--- config.mk ---
export PLATFORM = sky130hd
export DESIGN_NAME = cnt_evstream
export DESIGN_NICKNAME = d
export VERILOG_FILES = /design/src/rtl/cnt_evstream_pkg.sv /design/src/rtl/cnt_evstream_tap.sv /design/src/rtl/cnt_evstream_merge.sv /design/src/rtl/cnt_evstream.sv
export SDC_FILE = /design/constraint.sdc
export NUM_CORES = 1
export LEC_CHECK = 0
export BUFFER_PORTS_ARGS = -buffer_cell sky130_fd_sc_hd__buf_2
export CAP_MARGIN = 20
export CORE_UTILIZATION = 37
export CTS_CLUSTER_SIZE = 12
export DETAILED_ROUTE_END_ITERATION = 16
export PLACE_DENSITY = 0.89
export SYNTH_ARGS = -nofsm -noshare
export SYNTH_HDL_FRONTEND = slang
export SYNTH_SLANG_ARGS = --single-unit
--- constraint.sdc ---
create_clock -name clk -period 3.3 [get_ports clk]
set_input_delay 0.495 -clock clk [delete_from_list [all_inputs] [get_ports clk]]
set_output_delay 0.495 -clock clk [all_outputs]
set_load 0.01 [all_outputs]
--- src/rtl/cnt_evstream_pkg.sv ---
package cnt_evstream_pkg;
  // Control word field positions (the select field is SEL_W wide).
  localparam int unsigned CTL_EN_POS  = 0;
  localparam int unsigned CTL_DIR_POS = 1;
  localparam int unsigned CTL_SEL_LSB = 2;

  // Stream indices, also the bit positions in the source field.
  localparam int unsigned NUM_STREAMS = 2;
  localparam int unsigned STR_KERN    = 0;
  localparam int unsigned STR_HYP     = 1;

  typedef enum logic {
    EDGE_RISE = 1'b0,
    EDGE_FALL = 1'b1
  } edge_dir_e;
endpackage

--- src/rtl/cnt_evstream_tap.sv ---
// One detector: compares the selected bit of a count and of count-1.
module cnt_evstream_tap
  import cnt_evstream_pkg::*;
#(
  parameter int unsigned CNT_W = 64,
  parameter int unsigned SEL_W = 4,
  localparam int unsigned CTL_W = SEL_W + 2
) (
  input  logic [CNT_W-1:0] cnt_i,
  input  logic [CTL_W-1:0] ctl_i,
  output logic             hit_o
);
  logic [SEL_W-1:0] sel;
  logic [CNT_W-1:0] bit_mask;
  logic [CNT_W-1:0] prev_cnt;
  logic             cur_bit;
  logic             prev_bit;
  logic             enable;
  edge_dir_e        dir;

  always_comb begin
    sel      = ctl_i[CTL_SEL_LSB +: SEL_W];
    enable   = ctl_i[CTL_EN_POS];
    dir      = edge_dir_e'(ctl_i[CTL_DIR_POS]);
    bit_mask = CNT_W'(1) << sel;
    prev_cnt = cnt_i - CNT_W'(1);
    cur_bit  = |(cnt_i & bit_mask);
    prev_bit = |(prev_cnt & bit_mask);
    unique case (dir)
      EDGE_RISE: hit_o = enable & ~prev_bit &  cur_bit;
      EDGE_FALL: hit_o = enable &  prev_bit & ~cur_bit;
      default:   hit_o = 1'b0;
    endcase
  end
endmodule

--- src/rtl/cnt_evstream_merge.sv ---
// Qualifies raw hits with tick and mask, then registers one pulse.
module cnt_evstream_merge #(
  parameter int unsigned NSTR = 2
) (
  input  logic            clk,
  input  logic            rst_n,
  input  logic            tick_i,
  input  logic            irq_mask_i,
  input  logic [NSTR-1:0] hit_i,
  output logic            irq_o,
  output logic [NSTR-1:0] irq_src_o
);
  logic            accept;
  logic [NSTR-1:0] src_d;

  always_comb begin
    accept = tick_i & ~irq_mask_i;
    src_d  = accept ? hit_i : '0;
  end

  always_ff @(posedge clk) begin
    if (!rst_n) begin
      irq_o     <= 1'b0;
      irq_src_o <= '0;
    end else begin
      irq_o     <= |src_d;
      irq_src_o <= src_d;
    end
  end
endmodule

--- src/rtl/cnt_evstream.sv ---
module cnt_evstream
  import cnt_evstream_pkg::*;
#(
  parameter int unsigned CNT_W = 64,
  parameter int unsigned SEL_W = 4,
  localparam int unsigned CTL_W = SEL_W + 2
) (
  input  logic             clk,
  input  logic             rst_n,
  input  logic             tick_i,
  input  logic [CNT_W-1:0] vcnt_i,
  input  logic [CNT_W-1:0] pcnt_i,
  input  logic [CTL_W-1:0] kctl_i,
  input  logic [CTL_W-1:0] hctl_i,
  input  logic             irq_mask_i,
  output logic             irq_o,
  output logic [NUM_STREAMS-1:0] irq_src_o
);
  logic [CNT_W-1:0] cnt_arr [NUM_STREAMS];
  logic [CTL_W-1:0] ctl_arr [NUM_STREAMS];
  logic [NUM_STREAMS-1:0] hit;

  always_comb begin
    cnt_arr[STR_KERN] = vcnt_i;
    cnt_arr[STR_HYP]  = pcnt_i;
    ctl_arr[STR_KERN] = kctl_i;
    ctl_arr[STR_HYP]  = hctl_i;
  end

  for (genvar s = 0; s < NUM_STREAMS; s++) begin : g_tap
    cnt_evstream_tap #(
      .CNT_W(CNT_W),
      .SEL_W(SEL_W)
    ) u_tap (
      .cnt_i(cnt_arr[s]),
      .ctl_i(ctl_arr[s]),
      .hit_o(hit[s])
    );
  end

  cnt_evstream_merge #(
    .NSTR(NUM_STREAMS)
  ) u_merge (
    .clk       (clk),
    .rst_n     (rst_n),
    .tick_i    (tick_i),
    .irq_mask_i(irq_mask_i),
    .hit_i     (hit),
    .irq_o     (irq_o),
    .irq_src_o (irq_src_o)
  );
endmodule

# Yosys cells after proc, flatten, opt, wreduce, memory -nomap -nowiden
# Cells that the tools add are included.
[totals]
ff_bits = 3
out_inout_bits = 3
wordCells = 34
[op_classes]
n_addsub = 2
n_shift = 2
mux = 3
n_bitwise = 20
reduce_logical = 5
[op_table]
columns = ["cell", "count"]
rows = [
  ["$and 64x64->64", 4],
  ["$reduce_or 64->1", 4],
  ["$shl 1x4->64 const A", 2],
  ["$sub 64x1->64 const B", 2],
  ["$and 1x1->1", 9],
  ["$not 1->1", 7],
  ["$pmux 1 s2", 2],
  ["$mux 2", 1],
  ["$reduce_or 2->1", 1],
]

# Longest topological paths before layout
[depth]
word_depth = 9
ltp_mapped = 10
mapped_depth_nobuf = 10

# Modules after synthesis
# A second synthesis with hierarchy kept.
[unflattened]
cells_unflattened = 211
area_unflattened_um2 = 1420.1
[modules_own_cells]
columns = ["module", "instances", "cells_per_inst", "area_per_inst_um2"]
rows = [
  ["cnt_evstream_tap", 2, 102, 665.6],
  ["cnt_evstream_merge", 1, 7, 88.8],
]

# Least setup slack after synthesis
# OpenSTA, ideal clock, no wires.
[synth_path]
kind = "in2reg"
from = "in pcnt_i[8]"
to = "reg u_merge.irq_o"
t_arrival_ns = 2.640
required_time_ns = 3.180
path_slack_ns = 0.540
stages = 9
n_path_buf = 1
path_cell_list = "buf_6 -> or4_4 -> or4_1 -> nor3_2 -> xor2_1 -> a311oi_1 -> nand4_1 -> mux2_4 -> or2_1"
[synth_between]
elab_chain_cells = 9
elab_cells_between_ends = 14
cone_classes = "add/sub (1); mux (2); bitwise (8); reduce/logical (3)"
[synth_lines]
columns = ["item", "line", "rtl"]
rows = [
  ["start, declared", "cnt_evstream.sv:12", "input logic [CNT_W-1:0] pcnt_i,"],
  ["$sub 64x1->64", "cnt_evstream_tap.sv:26", "prev_cnt = cnt_i - CNT_W'(1);"],
  ["$and 64x64->64", "cnt_evstream_tap.sv:28", "prev_bit = |(prev_cnt & bit_mask);"],
  ["$reduce_or 64->1", "cnt_evstream_tap.sv:28", ""],
  ["$not 1->1", "cnt_evstream_tap.sv:30", "EDGE_RISE: hit_o = enable & ~prev_bit & cur_bit;"],
  ["$and 1x1->1 (2 in series)", "cnt_evstream_tap.sv:30", ""],
  ["$pmux 1 s2 *", "cnt_evstream_tap.sv:29", "unique case (dir)"],
  ["$mux 2 *", "cnt_evstream_merge.sv:18", "src_d = accept ? hit_i : '0;"],
  ["$reduce_or 2->1 *", "cnt_evstream_merge.sv:26", "irq_o <= |src_d;"],
  ["end signal, assigned", "cnt_evstream_merge.sv:26", ""],
  ["end, declared", "cnt_evstream_merge.sv:10", "output logic irq_o,"],
]
# Every way passes the cells marked *; elsewhere a longest branch is shown, timed or not.
# A chain may end at the register's enable or synchronous reset.

# Final worst setup path
[layout_path]
from = "in pcnt_i[0]"
to = "reg u_merge.irq_o"
# The elaborated chain is that of the path after synthesis.

==> impl_metrics.json <==
{
  "path_cells": "buf_2, or4_1, nor4_1, xnor2_1, o22ai_1, a311oi_1, nand4_1, mux2_4, or2_1",
  "worstSetupStartpointType": "input pin",
  "synthMuxAreaShare_pct": 8.180,
  "fin_crit_ns": 2.804,
  "synthAdderAreaFrac_pct": 1.669,
  "postCtsSetupRepairBufs": 0,
  "grt_overflow": 0,
  "grt_pass1_vias": 1511,
  "place_congestion": 0.9364,
  "cts_tree": "yes",
  "synth-compound-area-share_pct": 23.87,
  "yosysMostFrequentCell": "nor2_1",
  "grt_pass1_wl_mm": 6.872,
  "synth.yosys.seq_area_share_pct": 4.007,
  "path_delay_family": "simple AND/OR/NAND/NOR gates",
  "core_um2": 3771,
  "syn_area_per_cell_um2": 7.348,
  "drt_first_iter_violations": 249,
  "drc": 0,
  "nets": 392,
  "row_count": 22,
  "dp_hpwl_mm": 3.448,
  "endpoint_kind": "flop",
  "final_util_pct": 46.55,
  "dr.pass1.iters": 5,
  "synth_top_family_by_area": "simple AND/OR/NAND/NOR gates",
  "hold_violations": 0,
  "crit_fanout": 7,
  "drive_gt1_share_pct": 29.39,
  "htreeDepth": 1,
  "hold_class": "input pin to flop",
  "slew_viol_final": 0,
  "numClockSinks": 3,
  "synth_nets": 350,
  "holdBufCountCts": 0,
  "synth-async-reset-ratio_pct": 0,
  "fmax_ghz": 0.3566,
  "grt.total_usage_pct": 19.91,
  "cap_violations": 0,
  "synth_area_leaders": "xor2_1, nor2_1, xnor2_1",
  "place.port_buffers": 50,
  "setup_viol": 0,
  "synth_top_area_share_pct": 7.012,
  "synth_area_leader_cell": "xor2_1",
  "synth.ff_latch_count": 3,
  "synth_edf_count": 0,
  "clkTransAtPathRegs_ns": 0.03,
  "cts_buffers": 3,
  "grt_max_degree": 19,
  "path_class": "input pin to flop",
  "tns_ns": 0,
  "die_height_um": 65.65,
  "cts.repair.resized": 0,
  "p_leak_nw": 0.6436,
  "antenna_found_initial": 0,
  "vias_per_cell": 6.266,
  "fin_crit_sh_pct": 84.98,
  "critPathBufInv": 1,
  "rsz0062_at_grt": "no",
  "yosys-top-cells-count": "nor2_1, nand2_1, xor2_1, nand3_1, nor4_1",
  "arrival_ns": 2.90,
  "synthCells": 204,
  "p_per_area_nw_per_um2": 181.5,
  "die_area_um2": 4310,
  "synth_area_um2": 1499,
  "synthFlopType": "dfxtp_1",
  "status": "complete, no violations",
  "start_util_pct": 39.75,
  "drt-total-wl_mm": 4.435,
  "ys_types": 64,
  "synth_warnings": 0,
  "ir_drop_mv": 0.07683,
  "die_w_um": 65.65,
  "root_buffer": "clkbuf_8",
  "slew_headroom_pct": 63.37,
  "critPathSlowestCell": "or4_1",
  "yosys.area_share.simple_pct": 42.57,
  "area_delta_synth_final_pct": 17.11,
  "yosys.area_share.xor_xnor_pct": 11.10,
  "crit_required_ns": 3.40,
  "wire_per_inst_um": 15.14,
  "io_pins": 147,
  "cts_buffer_depth": 2,
  "max_stage_delay_ns": 0.72,
  "num_vias": 1836,
  "drtAntennaViolNets": 0,
  "tightest_slew_ns": 0.5465,
  "antenna_cells": 0
}
==> tightest hold or removal path: stages <==
cell     delay, ns
buf_2         0.10
nand4_1       0.06
mux2i_1       0.08
==> layout make-up <==
class | instances | area, um2
Fill cell | 384 | 2016
Multi-Input combinational cell | 180 | 1310
Timing Repair Buffer | 50 | 250.2
Sequential cell | 3 | 60.06
Tap cell | 48 | 60.06
Clock buffer | 4 | 45.04
Inverter | 8 | 30.03
==> cells in the final DEF, fill, tap and decap left out, drive strengths merged, types with 4 or more instances in the layout <==
cell / Yosys / layout
nand3: 9 / 9
nand2: 13 / 13
xor2: 12 / 12
nor2b: 6 / 6
or4: 5 / 5
xnor2: 7 / 7
mux2: 5 / 5
nor4: 12 / 12
nor2: 17 / 17
buf: 2 / 50
clkbuf: 11 / 4
nand4b: 4 / 4
inv: 8 / 8
nor3: 11 / 11
mux2i: 4 / 4
a21oi: 6 / 6
nand4: 8 / 8
a211oi: 6 / 6
==> routing by layer <==
layer	up-vias	global-route usage, %	part of all wire, %	routed length, um
met3	4	0.5208	7.5	331
met1	842	25.80	43	1898
met2	102	35.97	49	2191
met5	-	0	0	0
li1	888	-	-	-
met4	0	4.348	0.32	14
==> worst paths after layout <==
path                   from                              end  slack [ns]  cells past startpoint
hold / removal    kctl_i[1]  u_merge.irq_src_o[0]$_SDFF_PN0_        0.58                      3
setup / recovery  pcnt_i[0]         u_merge.irq_o$_SDFF_PN0_        0.50                      9
==> sequential cells by signal (all words and copies together) (netlist names) <==
signal and count:
u_merge.irq_src_o 2, u_merge.irq_o 1
==> per-stage QoR <==
step | instance area (um2) | hold slack, ns | worst slack (ns) | total power [W] | instances
6_report | 1755 | 0.5839 | 0.4955 | 0.0003186 | 293
5_1_grt | 1755 | 0.6091 | 0.3645 | 0.0003403 | 293
4_1_cts | 1755 | 0.5918 | 0.5191 | 0.0003194 | 293
3_5_place_dp | 1710 | 0.8166 | 0.2982 | 0.0002097 | 289
3_3_place_gp | 1710 | 0.7925 | 0.3373 | 0.0002051 | 289
2_1_floorplan | 1499 | 0.6644 | 0.5398 | 0.0001467 | 204
==> kinds of logic after synthesis <==
logic type,after synthesis
mux,10
flops,3
buf+inv,21
simple gates,102
compound gates,47
xor+xnor,19
fa+ha+maj,2
==> power breakdown <==
group	switching, W	total, W	leakage, nW	internal, W
logic	0.000103	0.000175	0.597	0.0000723
clock network	0.0000233	0.000106	0.0228	0.0000823
registers	0.000000177	0.0000376	0.0242	0.0000374
Power figures use the tool's default switching activity.
